[config.mk]
export PLATFORM = sky130hd
export DESIGN_NAME = pwb_write_stager
export DESIGN_NICKNAME = d
export VERILOG_FILES = /design/src/rtl/pwb_pkg.sv /design/src/rtl/pwb_page_buf.sv /design/src/rtl/pwb_commit_timer.sv /design/src/rtl/pwb_write_stager.sv
export SDC_FILE = /design/constraint.sdc
export NUM_CORES = 1
export LEC_CHECK = 0
export BUFFER_PORTS_ARGS = -buffer_cell sky130_fd_sc_hd__buf_2
export CAP_MARGIN = 30
export CORE_MARGIN = 2
export CORE_UTILIZATION = 45
export DETAILED_ROUTE_END_ITERATION = 7
export GPL_TIMING_DRIVEN = 0
export HOLD_SLACK_MARGIN = 0.06
export PLACE_DENSITY_LB_ADDON = 0.05
export SYNTH_ARGS = -nofsm -noshare
export SYNTH_HDL_FRONTEND = slang
export SYNTH_SLANG_ARGS = --single-unit
export TNS_END_PERCENT = 50
[constraint.sdc]
create_clock -name clk -period 2.8 [get_ports clk]
set_input_delay 0.84 -clock clk [delete_from_list [all_inputs] [get_ports clk]]
set_output_delay 0.84 -clock clk [all_outputs]
set_load 0.005 [all_outputs]
[src/rtl/pwb_pkg.sv]
package pwb_pkg;

    // Collection phase of a write transaction
    typedef enum logic [0:0] {
        PWB_IDLE    = 1'b0,  // waiting for a word address
        PWB_COLLECT = 1'b1   // word address taken, gathering data bytes
    } pwb_state_e;

endpackage

[src/rtl/pwb_page_buf.sv]
module pwb_page_buf #(
    parameter int DATA_W     = 8,
    parameter int PAGE_BYTES = 8,
    localparam int OFF_W     = $clog2(PAGE_BYTES)
) (
    input  logic              clk,
    input  logic              rst_n,
    input  logic              wr_i,
    input  logic [OFF_W-1:0]  wr_off_i,
    input  logic [DATA_W-1:0] wr_data_i,
    input  logic [OFF_W-1:0]  rd_off_i,
    output logic [DATA_W-1:0] rd_data_o
);

    logic [DATA_W-1:0] slot_q [PAGE_BYTES];
    logic [DATA_W-1:0] slot_d [PAGE_BYTES];

    for (genvar g = 0; g < PAGE_BYTES; g++) begin : g_slot
        always_comb begin
            slot_d[g] = slot_q[g];
            if (wr_i && (wr_off_i == OFF_W'(g))) begin
                slot_d[g] = wr_data_i;
            end
        end

        always_ff @(posedge clk or negedge rst_n) begin
            if (!rst_n) begin
                slot_q[g] <= '0;
            end else begin
                slot_q[g] <= slot_d[g];
            end
        end
    end

    assign rd_data_o = slot_q[rd_off_i];

endmodule

[src/rtl/pwb_commit_timer.sv]
module pwb_commit_timer #(
    parameter int PAGE_BYTES = 8,
    parameter int WR_CYCLES  = 40,
    localparam int CNT_W     = $clog2(PAGE_BYTES + 1),
    localparam int TMR_W     = $clog2(WR_CYCLES + 1)
) (
    input  logic             clk,
    input  logic             rst_n,
    input  logic             go_i,
    input  logic [CNT_W-1:0] nbytes_i,
    output logic             busy_o,
    output logic             we_o,
    output logic [CNT_W-1:0] idx_o
);

    typedef struct packed {
        logic             busy;
        logic [TMR_W-1:0] remain;
        logic [CNT_W-1:0] idx;
        logic [CNT_W-1:0] nbytes;
    } tmr_t;

    tmr_t tmr_d, tmr_q;

    always_comb begin
        tmr_d = tmr_q;
        if (!tmr_q.busy) begin
            if (go_i) begin
                tmr_d.busy   = 1'b1;
                tmr_d.remain = TMR_W'(WR_CYCLES - 1);
                tmr_d.idx    = '0;
                tmr_d.nbytes = nbytes_i;
            end
        end else begin
            if (tmr_q.idx < tmr_q.nbytes) begin
                tmr_d.idx = tmr_q.idx + 1'b1;
            end
            if (tmr_q.remain == '0) begin
                tmr_d.busy = 1'b0;
            end else begin
                tmr_d.remain = tmr_q.remain - 1'b1;
            end
        end
    end

    always_ff @(posedge clk or negedge rst_n) begin
        if (!rst_n) begin
            tmr_q <= '0;
        end else begin
            tmr_q <= tmr_d;
        end
    end

    assign busy_o = tmr_q.busy;
    assign we_o   = tmr_q.busy && (tmr_q.idx < tmr_q.nbytes);
    assign idx_o  = tmr_q.idx;

endmodule

[src/rtl/pwb_write_stager.sv]
module pwb_write_stager #(
    parameter int ADDR_W     = 8,
    parameter int DATA_W     = 8,
    parameter int PAGE_BYTES = 8,
    parameter int WR_CYCLES  = 40,
    localparam int OFF_W     = $clog2(PAGE_BYTES),
    localparam int PAGE_W    = ADDR_W - OFF_W,
    localparam int CNT_W     = $clog2(PAGE_BYTES + 1)
) (
    input  logic              clk,
    input  logic              rst_n,
    input  logic              start_i,
    input  logic              stop_i,
    input  logic              addr_wr_i,
    input  logic [ADDR_W-1:0] addr_byte_i,
    input  logic              data_wr_i,
    input  logic [DATA_W-1:0] data_byte_i,
    output logic              busy_o,
    output logic              mem_we_o,
    output logic [ADDR_W-1:0] mem_addr_o,
    output logic [DATA_W-1:0] mem_wdata_o,
    output logic [ADDR_W-1:0] ptr_o
);
    import pwb_pkg::*;

    typedef struct packed {
        pwb_state_e        state;
        logic [PAGE_W-1:0] page;
        logic [OFF_W-1:0]  start_off;
        logic [OFF_W-1:0]  wr_off;
        logic [CNT_W-1:0]  count;
        logic [ADDR_W-1:0] ptr;
    } ctl_t;

    ctl_t ctl_d, ctl_q;

    logic             buf_wr;
    logic             commit_go;
    logic             tmr_busy;
    logic             tmr_we;
    logic [CNT_W-1:0] tmr_idx;
    logic [OFF_W-1:0] rd_off;
    logic [OFF_W-1:0] last_off;

    // Offset of the final byte in commit order; a full page ends one below the start
    assign last_off = ctl_q.start_off + ctl_q.count[OFF_W-1:0] - 1'b1;

    always_comb begin
        ctl_d     = ctl_q;
        buf_wr    = 1'b0;
        commit_go = 1'b0;
        if (!tmr_busy) begin
            if (start_i) begin
                // new transaction or repeated START: staged bytes are dropped
                ctl_d.state = PWB_IDLE;
                ctl_d.count = '0;
            end else if (stop_i) begin
                if ((ctl_q.state == PWB_COLLECT) && (ctl_q.count != '0)) begin
                    commit_go = 1'b1;
                    ctl_d.ptr = {ctl_q.page, last_off} + ADDR_W'(1);
                end
                ctl_d.state = PWB_IDLE;
            end else if (addr_wr_i && (ctl_q.state == PWB_IDLE)) begin
                ctl_d.state     = PWB_COLLECT;
                ctl_d.page      = addr_byte_i[ADDR_W-1:OFF_W];
                ctl_d.start_off = addr_byte_i[OFF_W-1:0];
                ctl_d.wr_off    = addr_byte_i[OFF_W-1:0];
                ctl_d.count     = '0;
                ctl_d.ptr       = addr_byte_i;
            end else if (data_wr_i && (ctl_q.state == PWB_COLLECT)) begin
                buf_wr       = 1'b1;
                ctl_d.wr_off = ctl_q.wr_off + 1'b1;
                if (ctl_q.count != CNT_W'(PAGE_BYTES)) begin
                    ctl_d.count = ctl_q.count + 1'b1;
                end
            end
        end
    end

    always_ff @(posedge clk or negedge rst_n) begin
        if (!rst_n) begin
            ctl_q <= '0;
        end else begin
            ctl_q <= ctl_d;
        end
    end

    assign rd_off = ctl_q.start_off + tmr_idx[OFF_W-1:0];

    pwb_page_buf #(
        .DATA_W     (DATA_W),
        .PAGE_BYTES (PAGE_BYTES)
    ) u_buf (
        .clk       (clk),
        .rst_n     (rst_n),
        .wr_i      (buf_wr),
        .wr_off_i  (ctl_q.wr_off),
        .wr_data_i (data_byte_i),
        .rd_off_i  (rd_off),
        .rd_data_o (mem_wdata_o)
    );

    pwb_commit_timer #(
        .PAGE_BYTES (PAGE_BYTES),
        .WR_CYCLES  (WR_CYCLES)
    ) u_tmr (
        .clk      (clk),
        .rst_n    (rst_n),
        .go_i     (commit_go),
        .nbytes_i (ctl_q.count),
        .busy_o   (tmr_busy),
        .we_o     (tmr_we),
        .idx_o    (tmr_idx)
    );

    assign busy_o     = tmr_busy;
    assign mem_we_o   = tmr_we;
    assign mem_addr_o = {ctl_q.page, rd_off};
    assign ptr_o      = ctl_q.ptr;

endmodule

Word-level counts from Yosys, hierarchy flattened
Index checks and enable logic that the tools add are counted.
{"block": "totals", "wordCells": 102, "regBits": 103, "out_inout_bits": 26}
{"block": "classes", "n_addsub": 8, "n_eq_ne": 12, "n_reduce_logical": 29, "order_cmp": 2, "mux": 28, "bitwise_logic": 5}
{"op": "8-bit 2-to-1 mux", "count": 5}
{"op": "8-bit binary-select mux with 3-bit select", "count": 1}
{"op": "4-bit 2-to-1 mux", "count": 4}
{"op": "4-bit AND reduction", "count": 4}
{"op": "15-bit 2-to-1 mux", "count": 1}
{"op": "7-bit 2-to-1 mux", "count": 2}
{"op": "3-bit equality test (second input constant)", "count": 4}
{"op": "1-bit logical AND", "count": 12}
{"op": "1-bit 2-to-1 mux", "count": 12}
{"op": "11-bit 2-to-1 mux", "count": 1}
{"op": "9-bit 2-to-1 mux", "count": 1}
{"op": "3-bit nonzero test", "count": 3}
{"op": "4-bit by 1-bit adder with 4-bit output (second input constant)", "count": 2}
{"op": "8-bit by 1-bit adder with 8-bit output (second input constant)", "count": 1}
{"op": "2-bit AND reduction", "count": 4}
{"op": "3-bit adder", "count": 2}
{"op": "3-bit by 2-bit equality test with 1-bit output (second input constant)", "count": 2}
{"op": "6-bit zero test", "count": 1}
{"op": "6-bit 2-to-1 mux", "count": 1}
{"op": "2-bit != test (second input constant)", "count": 3}
{"op": "2-bit nonzero test", "count": 3}
{"op": "6-bit by 1-bit subtractor with 6-bit output (second input constant)", "count": 1}
{"op": "4-bit greater-or-equal comparator (second input constant)", "count": 1}
{"op": "4-bit less-than comparator", "count": 1}
{"op": "other kinds (9)", "count": 12}

Longest topological paths before layout
Gate-level depths: netlist (run 1).
{"block": "logic_depth", "depth_word": 8, "depth_mapped": 9, "depth_no_buf": 9}

By module
Synthesis (run 1) repeated with hierarchy kept, for this count alone.
{"block": "hier_totals", "hier_cells": 428, "area_unflattened_um2": 5350.1}
{"mod": "pwb_page_buf", "area_each_um2": 2992.9, "cells_per_inst": 172, "seq_area_each_um2": 1601.5, "instances": 1}
{"mod": "pwb_write_stager", "area_each_um2": 1532.7, "cells_per_inst": 171, "seq_area_each_um2": 600.6, "instances": 1}
{"mod": "pwb_commit_timer", "area_each_um2": 824.5, "cells_per_inst": 85, "seq_area_each_um2": 375.4, "instances": 1}

Least setup slack after synthesis (run 1)
Ideal clock, no wire load.
{"block": "synth_timing", "kind": "flip-flop to output port", "startpoint": "register u_tmr.tmr_q, in the netlist u_tmr.idx_o[0]", "endpoint": "output port mem_wdata_o[6]", "arrival_ns": 2.137, "path_slack_ns": -0.177, "path_buffers": 1, "path_stages_with_launch": 10, "required_time_ns": 1.960, "path_cell_list": "dfrtp_1 ha_1 inv_1 fa_1 xor2_1 xnor2_2 buf_2 mux4_2 nand2_1 nand2_1"}
{"block": "synth_between", "elab_chain_cells": 5}
{"item": "start, declared", "line_no": "pwb_commit_timer.sv:23", "rtl": "tmr_t tmr_d, tmr_q;"}
{"item": "start signal, assigned", "line_no": "pwb_commit_timer.sv:50", "rtl": "tmr_q <= tmr_d;"}
{"item": "3-bit adder", "line_no": "pwb_write_stager.sv:88", "rtl": "assign rd_off = ctl_q.start_off + tmr_idx[OFF_W-1:0];"}
{"item": "named net mem_addr_o[2]", "line_no": "pwb_write_stager.sv:20", "rtl": "output logic [ADDR_W-1:0] mem_addr_o,"}
{"item": "3-bit inverter with 4-bit output (implied by the code)", "line_no": "pwb_page_buf.sv:35", "rtl": "assign rd_data_o = slot_q[rd_off_i];"}
{"item": "8-bit binary-select mux with 3-bit select", "line_no": "pwb_page_buf.sv:35"}
{"item": "8-bit 2-to-1 mux (implied by the code) (2 in a row)", "line_no": "pwb_page_buf.sv:35"}
{"item": "end, declared", "line_no": "pwb_write_stager.sv:21", "rtl": "output logic [DATA_W-1:0] mem_wdata_o,"}
The timed path passes the listed nets, and every way through them passes these cells. The select of a mux whose other input is x is not followed.

Worst setup path after layout (run 1)
{"block": "layout_timing", "startpoint": "register ctl_q[15] in the netlist's numbering", "endpoint": "output port mem_wdata_o[1]"}
{"block": "layout_between", "elab_chain_cells": 5}
{"item": "start, declared", "line_no": "pwb_write_stager.sv:35", "rtl": "ctl_t ctl_d, ctl_q;"}
{"item": "start signal, assigned", "line_no": "pwb_write_stager.sv:84", "rtl": "ctl_q <= ctl_d;"}
{"item": "3-bit adder", "line_no": "pwb_write_stager.sv:88"}
{"item": "3-bit inverter with 4-bit output (implied by the code)", "line_no": "pwb_page_buf.sv:35"}
{"item": "8-bit binary-select mux with 3-bit select", "line_no": "pwb_page_buf.sv:35"}
{"item": "8-bit 2-to-1 mux (implied by the code) (2 in a row)", "line_no": "pwb_page_buf.sv:35"}
Every way passes these cells. The select of a mux whose other input is x is not followed.

==> impl_metrics.csv, run 1 <==
group,metric,value,unit
sta,worst_clock_skew,7.829,ps
power,powerDensity,482.4,nW/µm²
logic_synthesis,syn_nets,486,
power,irDropWorstVdd,0.4249,mV
detailed_routing,vias_per_cell,5.268,
place,portBuffers,46,
worst_setup_path,critPathSlowestCell,"dfrtp_1",
outcome,status,"finished, violations left",
cts,cts_htree_levels,3,
cts,cts_buffers,9,
logic_synthesis,netlist_area,5253,µm²
worst_setup_path,timing.rr.start,"ctl_q[9]",
die,start_util,46.00,%
detailed_routing,wl_per_cell,17.02,µm
sta,fin_crit,3370,ps
grt,overflow,0,
cts,cts_tree,"done",
detailed_routing,drt_first_pass_iters,4,
sta,clock.fmax,296.7,MHz
hold_path,hold_path_class,"reg2reg",
logic_synthesis,synth_fa_ha_area_share,4.907,%
worst_setup_path,crit_required,1960,ps
die,die_h,112.0,µm
die,dieArea,12550,µm²
worst_setup_path,critPathLaunch,"ctl_q[15]",
worst_setup_path,crit_path_max_incr_delay,400,ps
sta,tightest_slew,947.8,ps
cells_and_area,diodes,0,
logic_synthesis,synth_seq_cells,103,
die,core_area,11420,µm²
place,dp_hpwl,7.454,mm
logic_synthesis,yosys.area.top_type_share,49.07,%
worst_setup_path,crit_type,"reg2out",
logic_synthesis,synthMuxAreaShare,21.72,%
logic_synthesis,netlist.top_cell.by_area,"dfrtp_1",
place,gp_congestion,0.8196,
flow_run,maxCapViolations,0,
logic_synthesis,synth_compound_area_share,5.503,%
power,leakagePower,0.003160,µW
worst_setup_path,reg2reg_depth,9,
worst_setup_path,crit_chain,"ha_4 > inv_2 > fa_2 > xor2_4 > xnor2_4 > buf_8 > mux4_2 > nand2_2 > nand2_1 > buf_2",
logic_synthesis,ys_warn_count,0,
cells_and_area,nets,549,
cells_and_area,final_area,6125,µm²
logic_synthesis,yosysSeqAreaShare,49.07,%
cts,insertion_delay,350,ps
detailed_routing,drtIter0Drc,133,
detailed_routing,totalWireLength,11.13,mm
cts,clock_path_buffers,2,
cells_and_area,fill_cells,1045,
die,rows,39,
detailed_routing,postRouteAntennaNets,0,
grt,grt_util_all_layers,19.10,%
cells_and_area,syn2layout_area_growth,16.60,%
die,die_x,112.0,µm
sta,slew_headroom,36.75,%
cts,ctsRootBufferMaster,"clkbuf_16",
grt,grt_max_degree,59,
detailed_routing,drc,0,
worst_setup_path,critPathCaptureType,"output pin",
cts,cts_num_sinks,103,
cts,clk_pin_slew_worst_paths,70,ps
logic_synthesis,netlist-cell-type-count,45,
sta,fin_ws,-570.3,ps
cells_and_area,drive_above_1_share,24.66,%
grt,grt_pass1_wl,18.64,mm
place,post_dp_cell_area,5710,µm²
worst_setup_path,cp-start-kind,"flop",
power,p_total,2955,µW
sta,setup_viol,10,
worst_setup_path,crit_fanout,5,
die,io_pins,48,
worst_setup_path,r2r_end,"ptr_o[4]",
outcome,violations,"setup timing",
worst_setup_path,reg2reg_slack,410,ps
sta,post-route-period-util,120.4,%
logic_synthesis,synth_top_family_by_area,"multiplexers",
sta,finalHoldViolCount,0,
logic_synthesis,synth-simple-area-share,11.55,%
logic_synthesis,postSynthAreaPerCell,11.83,µm²
logic_synthesis,synthTopCellsByArea,"dfrtp_1 (49%), mux2_1 (14%), mux4_2 (6.9%)",
detailed_routing,dr_total_vias,3445,
grt,antenna_found_initial,0,
sta,rsz0062_at_grt,"yes",
worst_setup_path,cp_data_arrival_time,2530,ps
grt,grt_pass1_vias,3589,
logic_synthesis,synthXorXnorAreaFrac,2.287,%
logic_synthesis,syn-instance-count,444,
sta,drv_slew,0,
worst_setup_path,cp-endpoint,"mem_wdata_o[1]",
[layout make-up]
type	count	area (µm²)	share of cell area (%)
Tap cell	143	178.9	2.921
Inverter	23	87.58	1.430
Clock buffer	10	229.0	3.739
Buffer	27	188.9	3.085
Clock inverter	5	58.81	0.9602
Multi-Input combinational cell	290	2470	40.33
Timing Repair Buffer	53	331.6	5.414
Sequential cell	103	2580	42.12
[timing repair]
item,in CTS,in global routing
cloned,1,0
endpoints found under the setup margin,10,10
pin swaps,2,8
gates resized for setup,10,9
buffers inserted,5,1
hold endpoints to repair,0,0
hold buffers,0,0
[registers in the layout, indices dropped and copies added (netlist names)]
| register | flops |
|---|---|
| u_tmr.tmr_q | 10 |
| u_tmr.idx_o | 4 |
| u_buf.slot_q | 64 |
| ptr_o | 8 |
| u_tmr.busy_o | 1 |
| ctl_q | 11 |
| mem_addr_o | 5 |
[critical path: cells and delay by family, from the launching register on]
| family | cells | cell delay (ps) |
|---|---|---|
| xor gates and xnor gates | 2 | 490 |
| adders and majority gates | 2 | 530 |
| buffers and inverters | 3 | 320 |
| DFF | 1 | 400 |
| muxes | 1 | 300 |
| and+or+nand+nor | 2 | 130 |
[per-layer routing]
layer,global-route usage (%),part of all wire [%],up-vias
met5,0,0,-
met4,4.472,0.68,0
met3,5.130,3.6,5
met2,33.01,51,55
met1,24.25,45,1718
li1,-,-,1667
[Yosys cell counts, drive strengths merged]
master   instances
or4              3
o2111ai          1
mux2            64
a221o            1
o21ai           24
a311oi           2
o31ai            2
a31oi            1
a22oi            1
inv             21
ha              19
mux4            16
and3             9
mux2i            6
xor2             7
o22a             1
nand2           64
o211ai           3
nand3           10
dfrtp          103
nand4            2
nor3             3
fa               1
clkbuf           3
xnor2            5
clkinv           2
nor2            15
or3              5
a21oi            5
nor2b            3
nor3b            3
a21o             3
buf             25
and2             1
a31o             1
nand2b           8
o2111a           1
[layout by cell type, fill, tap and decap left out, types with 4 or more instances in the layout]
| cell type | n |
|---|---|
| a21oi_1 | 5 |
| and3_1 | 9 |
| buf_2 | 48 |
| buf_4 | 21 |
| buf_6 | 4 |
| clkbuf_16 | 9 |
| dfrtp_1 | 101 |
| ha_1 | 18 |
| inv_1 | 20 |
| mux2_1 | 64 |
| mux2i_1 | 6 |
| mux4_2 | 16 |
| nand2_1 | 58 |
| nand2_2 | 6 |
| nand2b_1 | 8 |
| nand3_1 | 7 |
| nor2_1 | 15 |
| o21ai_0 | 5 |
| o21ai_1 | 19 |
| or3_1 | 4 |
| xor2_1 | 6 |
[worst min-delay path by stage]
stage	startpoint	to	cells past startpoint
2_1_floorplan	ptr_o[3]	ptr_o[3]	1
3_3_place_gp	u_buf.slot_q[40]	u_buf.slot_q[40]	1
3_5_place_dp	ptr_o[4]	ptr_o[4]	1
4_1_cts	ptr_o[4]	ptr_o[4]	1
5_1_grt	ptr_o[4]	ptr_o[4]	1
6_report	ptr_o[4]	ptr_o[4]	1
[power by group]
part	total, µW	internal [µW]	switching, µW	leakage [µW]
Clock	1250	690	557	0.000135
Combinational	198	80.3	118	0.00166
Sequential	1510	1500	12.1	0.00137
[cells by family (layout without fill, tap and decap cells)]
| kind of cell | after synthesis | after routing |
|---|---|---|
| compound gates | 46 | 46 |
| flops | 103 | 103 |
| simple gates | 126 | 126 |
| mux | 86 | 86 |
| xor+xnor | 12 | 12 |
| fa+ha+maj | 20 | 20 |
| buf+inv | 51 | 118 |
[per-stage QoR]
step / hold WS (ps) / TNS, ps / setup slack, ps / cells / utilization (%)
2_1_floorplan: 451.0 / -796.0 / -106.7 / 444 / -
3_3_place_gp: 462.1 / -35550 / -661.5 / 633 / 49.75
3_5_place_dp: 471.7 / -5897 / -690.0 / 634 / 50.01
4_1_cts: 486.9 / -4847 / -590.4 / 654 / 53.51
5_1_grt: 499.6 / -5649 / -672.4 / 654 / 53.64
6_report: 482.0 / -4714 / -570.3 / 654 / 53.64
No activity file was read; power rests on OpenSTA's default activity.
==> run 2: changes to the inputs <==
--- a/config.mk
+++ b/config.mk
@@ -8,11 +8,12 @@
 export BUFFER_PORTS_ARGS = -buffer_cell sky130_fd_sc_hd__buf_2
 export CAP_MARGIN = 30
 export CORE_MARGIN = 2
-export CORE_UTILIZATION = 45
+export CORE_UTILIZATION = 54
 export DETAILED_ROUTE_END_ITERATION = 7
 export GPL_TIMING_DRIVEN = 0
 export HOLD_SLACK_MARGIN = 0.06
 export PLACE_DENSITY_LB_ADDON = 0.05
+export REMOVE_ABC_BUFFERS = 1
 export SYNTH_ARGS = -nofsm -noshare
 export SYNTH_HDL_FRONTEND = slang
 export SYNTH_SLANG_ARGS = --single-unit
==> run 2 against run 1 <==
The run still ends with setup timing left. Non-clock buffer count fell by 22. Cell area fell by 3.4%. Clock skew rose by 9.1 ps. Combinational power about the same. Count of clock-buffer cells in the layout is 1 higher. Via count shrank 1.4%. Critical path depth up 1. Global-route usage increased by 2.5 points. Total power decreased by 8.2%. Sequential share of layout area up 1.4 points. Maximum frequency grew 0.44%. Largest cell class unchanged. Highest routed layer unchanged.
==> impl_metrics.csv, run 2 (synthesis results as in run 1) <==
group,metric,value,unit
power,clkPwrFrac,37.2,%
grt,antenna_found_initial,0,
power,leakagePower,0.003047,µW
power,powerDensity,458.4,nW/µm²
cells_and_area,instances_no_fill,617,
worst_setup_path,crit_required,1960,ps
cells_and_area,drive_above_1_share,21.93,%
worst_setup_path,cp_data_arrival_time,2520,ps
place,place_inst,595,
cts,cts_num_sinks,103,
worst_setup_path,cp-start-kind,"flop",
outcome,violations,"setup timing",
power,pwr-share-comb,7.2,%
cells_and_area,top_regs,"u_buf.slot_q (64), ctl_q (11), u_tmr.tmr_q (10)",
detailed_routing,drtIter0Drc,89,
worst_setup_path,reg2reg_depth,7,
detailed_routing,dr_total_vias,3398,
place,gp_congestion,0.7679,
cells_and_area,largest_reg_flops,64,
cts,cts_tree,"done",
power,irDropWorstVdd,0.2702,mV
power,p_total,2714,µW
die,die_h,102.6,µm
cells_and_area,diodes,0,
place,post_dp_cell_area,5535,µm²
sta,tns,-4603,ps
cts,cts_buffers,9,
power,p_sw,593.6,µW
detailed_routing,drc,0,
worst_setup_path,timing.rr.start,"ctl_q[8]",
grt,overflow,0,
worst_setup_path,crit_chain,"ha_2 > inv_2 > fa_2 > xor2_4 > xnor2_4 > buf_12 > buf_8 > mux4_2 > nand2_2 > nand2_1 > buf_2",
cells_and_area,nets,527,
sta,fin_crit,3356,ps
sta,fin_ws,-555.7,ps
detailed_routing,vias_per_cell,5.507,
die,io_pins,48,
die,dieArea,10530,µm²
cells_and_area,final_cell_mix,"dfrtp_1 (102), mux2_1 (64), nand2_1 (60)",
flow_run,maxCapViolations,0,
power,internal_power,2120,µW
worst_setup_path,r2r_end,"ptr_o[4]",
sta,worst_clock_skew,16.93,ps
outcome,status,"finished, violations left",
sta,tightest_slew,912.2,ps
cts,insertion_delay,360,ps
sta,clock.fmax,298.0,MHz
worst_setup_path,crit_fanout,5,
place,portBuffers,47,
sta,finalHoldViolCount,0,
place,dp_hpwl,7.039,mm
power,power_frac_seq,55.6,%
sta,drv_slew,0,
die,start_util,56.31,%
grt,grt_max_degree,62,
worst_setup_path,crit_path_max_incr_delay,390,ps
cells_and_area,final_area,5919,µm²
cells_and_area,regMostFlops,"u_buf.slot_q",
hold_path,hold_path_class,"in2async",
cells_and_area,syn2layout_area_growth,12.70,%
cells_and_area,final_common_cell,"dfrtp_1",
worst_setup_path,crit_type,"reg2out",
detailed_routing,drt_first_pass_iters,4,
sta,setup_viol,10,
detailed_routing,totalWireLength,10.18,mm
cts,clk_pin_slew_worst_paths,90,ps
sta,post-route-period-util,119.8,%
grt,grt_pass1_wl,17.24,mm
grt,grt_pass1_vias,3402,
detailed_routing,postRouteAntennaNets,0,
cts,cts_htree_levels,3,
detailed_routing,wl_per_cell,16.50,µm
worst_setup_path,critPathSlowestCell,"fa_2",
cts,clock_path_buffers,2,
worst_setup_path,reg2reg_slack,350,ps
cts,ctsRootBufferMaster,"clkbuf_8",
sta,rsz0062_at_grt,"yes",
die,core_area,9328,µm²
sta,slew_headroom,39.12,%
die,rows,35,
power,netSwitchingFraction,21.88,%
worst_setup_path,critPathCaptureType,"output pin",
die,die_x,102.6,µm
grt,grt_util_all_layers,21.58,%
run 2: what timing repair did:
item                                    CTS  global route
gates resized for setup                   9             6
hold buffers                              0             0
gates cloned                              1             0
endpoints found under the setup margin   10            10
pin swaps                                 2             6
hold endpoints to repair                  0             0
buffers inserted                          5             2
run 2: critical path: cells and delay by family (launching register included):
| family | cells | cell delay (ps) |
|---|---|---|
| flops | 1 | 380 |
| mux | 1 | 300 |
| buf+inv | 4 | 430 |
| simple gates | 2 | 140 |
| xor+xnor | 2 | 350 |
| fa+ha+maj | 2 | 560 |
run 2: how the worst max path moves through the flow:
stage	from	to	slack, ps	cells after the start
2_1_floorplan	u_tmr.idx_o[0]	mem_wdata_o[0]	-250	8
3_3_place_gp	u_tmr.idx_o[0]	mem_wdata_o[1]	-840	9
3_5_place_dp	u_tmr.idx_o[0]	mem_wdata_o[3]	-560	10
4_1_cts	u_tmr.idx_o[0]	mem_wdata_o[3]	-560	11
5_1_grt	ctl_q[15]	mem_wdata_o[6]	-650	11
6_report	u_tmr.idx_o[0]	mem_wdata_o[3]	-560	11
run 2: power groups by stage:
stage / Clock, µW / Sequential, µW / Combinational, µW
after floorplan: 0 / 1540 / 76.3
after global placement: 0 / 1540 / 162
after detailed placement: 0 / 1540 / 174
after CTS: 1040 / 1510 / 196
after global routing: 1110 / 1510 / 217
final: 1010 / 1510 / 195
run 2: layer usage:
layer | share of wire, % | track usage [%] | up-vias
met2 | 49 | 36.40 | 61
met4 | 1.3 | 4.205 | 0
met1 | 46 | 29.11 | 1705
met5 | 0 | 0 | -
met3 | 3.8 | 4.814 | 12
li1 | - | - | 1620
run 2: layout make-up:
cell class / instances / area, µm²
Fill cell: 768 / 3408
Inverter: 23 / 87.58
Multi-Input combinational cell: 290 / 2462
Timing Repair Buffer: 58 / 410.4
Tap cell: 129 / 161.4
Clock buffer: 11 / 151.4
Sequential cell: 103 / 2579
Clock inverter: 3 / 67.56
run 2: stage by stage:
stage,util (%),hold WS [ps],worst slack (ps)
floorplan,-,453.2,-254.9
global placement,58.70,457.9,-841.3
detailed placement,59.34,460.6,-564.0
CTS,63.13,479.3,-563.0
global route,63.46,503.9,-648.1
finish,63.46,470.0,-555.7
==> run 3: changes to the inputs <==
--- a/config.mk
+++ b/config.mk
@@ -8,7 +8,7 @@
 export BUFFER_PORTS_ARGS = -buffer_cell sky130_fd_sc_hd__buf_2
 export CAP_MARGIN = 30
 export CORE_MARGIN = 2
-export CORE_UTILIZATION = 54
+export CORE_UTILIZATION = 50
 export DETAILED_ROUTE_END_ITERATION = 7
 export GPL_TIMING_DRIVEN = 0
 export HOLD_SLACK_MARGIN = 0.06
==> run 3 against run 2 <==
The run still ends with setup timing left. Via count shrank 0.85%. Cell area shrank 0.68%. Total power shrank 3.0%. Clock skew shrank 5.3 ps. Final cell count grew 0.97%. Core utilization shrank 6.3 points. Sequential power is essentially flat. Flip-flop and latch count is the same. Largest power group unchanged. Sequential share of layout area grew 0.32 points. Global-route usage shrank 1.0 points. Register-to-register slack is essentially flat. Non-clock buffer count shrank 3.
==> impl_metrics.csv, run 3 (synthesis results as in run 1) <==
group,metric,value,unit
outcome,status,"finished, violations left",
outcome,violations,"setup timing",
worst_setup_path,critPathSlowestCell,"dfrtp_2",
die,rows,37,
sta,setup_viol,10,
grt,antenna_found_initial,0,
sta,finalHoldViolCount,0,
cells_and_area,final_common_cell,"dfrtp_1",
sta,fin_crit,3345,ps
worst_setup_path,crit_required,1960,ps
worst_setup_path,critPathCaptureType,"output pin",
sta,slew_headroom,36.89,%
cts,hold_buffers,0,
detailed_routing,drc,0,
cts,clock_path_buffers,2,
cells_and_area,final_cell_mix,"dfrtp_1 (101), mux2_1 (64), nand2_1 (58)",
worst_setup_path,cpMostUsedCell,"nand2_1",
die,start_util,51.11,%
power,powerDensity,447.7,nW/µm²
power,leakagePower,0.003022,µW
grt,grt_util_all_layers,20.55,%
cts,cts_tree,"done",
cts,cts_num_sinks,103,
detailed_routing,postRouteAntennaNets,0,
die,dieArea,11340,µm²
detailed_routing,totalWireLength,10.58,mm
cells_and_area,syn2layout_area_growth,11.93,%
power,irDropWorstVdd,0.2727,mV
grt,overflow,0,
place,pre_cts_ws,-653.3,ps
worst_setup_path,cp_data_arrival_time,2510,ps
sta,rsz0062_at_grt,"yes",
detailed_routing,drtIter0Drc,73,
sta,tightest_slew,945.6,ps
die,core_area,10280,µm²
flow_run,maxCapViolations,0,
power,netSwitchingFraction,23.75,%
worst_setup_path,crit_type,"reg2out",
sta,worst_clock_skew,11.65,ps
detailed_routing,vias_per_cell,5.408,
cts,cts_htree_levels,3,
sta,fin_hold_ws,463.1,ps
place,dp_hpwl,7.162,mm
power,p_total,2632,µW
cells_and_area,instances_no_fill,623,
die,die_x,106.5,µm
hold_path,hold_path_class,"in2async",
cells_and_area,nets,524,
power,internal_power,2007,µW
worst_setup_path,crit_path_max_incr_delay,420,ps
detailed_routing,wl_per_cell,16.98,µm
cells_and_area,largest_reg_flops,64,
place,gp_congestion,0.8015,
cells_and_area,top_regs,"u_buf.slot_q (64), ctl_q (11), u_tmr.tmr_q (10)",
detailed_routing,drt_first_pass_iters,4,
grt,grt_max_degree,57,
grt,grt_pass1_vias,3341,
detailed_routing,dr_total_vias,3369,
cells_and_area,drive_above_1_share,21.77,%
die,die_h,106.5,µm
cells_and_area,diodes,0,
cts,clk_pin_slew_worst_paths,90,ps
cts,ctsRootBufferMaster,"clkbuf_8",
worst_setup_path,crit_chain,"ha_4 > inv_2 > fa_2 > xor2_4 > xnor2_4 > buf_12 > mux4_2 > nand2_1 > nand2_1 > buf_2",
cells_and_area,regMostFlops,"u_buf.slot_q",
sta,fin_ws,-545.4,ps
sta,drv_slew,0,
power,pwr-share-comb,7.2,%
place,portBuffers,47,
sta,clock.fmax,298.9,MHz
cts,insertion_delay,380,ps
grt,grt_pass1_wl,17.44,mm
power,power_frac_seq,57.3,%
worst_setup_path,cp-start-kind,"flop",
power,clkPwrFrac,35.5,%
place,place_inst,602,
power,p_sw,625.3,µW
cts,cts_buffers,9,
worst_setup_path,crit_fanout,8,
sta,post-route-period-util,119.5,%
die,io_pins,48,
run 3: cell count changes in the layout (fill, tap and decap cells not counted), sizes merged:
| cell | change |
|---|---|
| clkbuf | +1 |
| bufinv | -1 |
| buf | -3 |
| clkinv | +3 |
| clkinvlp | -1 |
run 3: worst paths after layout:
check | from | endpoint | slack (ps) | depth (start not counted)
max in group asynchronous | rst_n | u_buf.slot_q[26] | 1630 | 2
worst min-delay path | rst_n | u_buf.slot_q[4] | 460 | 1
worst max register to register | ctl_q[9] | ptr_o[4] | 350 | 9
min in group clk | ptr_o[3] | ptr_o[3] | 480 | 1
worst max-delay path | u_tmr.idx_o[0] | mem_wdata_o[3] | -550 | 10
worst min register to register | ptr_o[3] | ptr_o[3] | 480 | 1
run 3: per-layer routing:
| metal | vias up | wire length [µm] | global-route usage (%) |
|---|---|---|---|
| met3 | 14 | 314 | 4.905 |
| met5 | - | 0 | 0 |
| met4 | 0 | 175 | 7.328 |
| li1 | 1618 | - | - |
| met2 | 49 | 5147 | 33.29 |
| met1 | 1688 | 4940 | 27.19 |
run 3: area by class of cell:
cell class	instances	area [µm²]
Clock inverter	4	45.04
Timing Repair Buffer	55	374.1
Sequential cell	103	2580
Inverter	23	91.34
Clock buffer	12	145.1
Multi-Input combinational cell	290	2474
Tap cell	136	170.2
Fill cell	902	4398
run 3: worst max-delay path, delay by kind of cell, from the launching register on:
kind	cells	cell delay (ps)
adders and majority gates	2	530
DFF	1	420
xor gates and xnor gates	2	420
buffers and inverters	3	330
muxes	1	280
and+or+nand+nor	2	150
run 3: through the flow:
step / setup TNS, ps / utilization [%] / instance area, µm²
floorplan: -2039 / - / 5079
global placement: -35630 / 53.36 / 5484
detailed placement: -6819 / 54.03 / 5553
CTS: -4828 / 56.95 / 5853
global route: -5700 / 57.21 / 5879
finish: -4433 / 57.21 / 5879
run 3: what timing repair did:
action / in CTS / in global routing
buffers inserted: 3 / 1
endpoints found under the setup margin: 10 / 11
pin swaps: 7 / 8
resized for setup: 15 / 6
gates cloned: 1 / 0
run 3: power groups by stage:
stage                     combinational (µW)  clock, µW  sequential (µW)
final                                    189        934             1510
after global routing                     212       1020             1510
after CTS                                192        965             1510
after detailed placement                 176          0             1540
after global placement                   164          0             1540
after floorplan                         76.3          0             1540
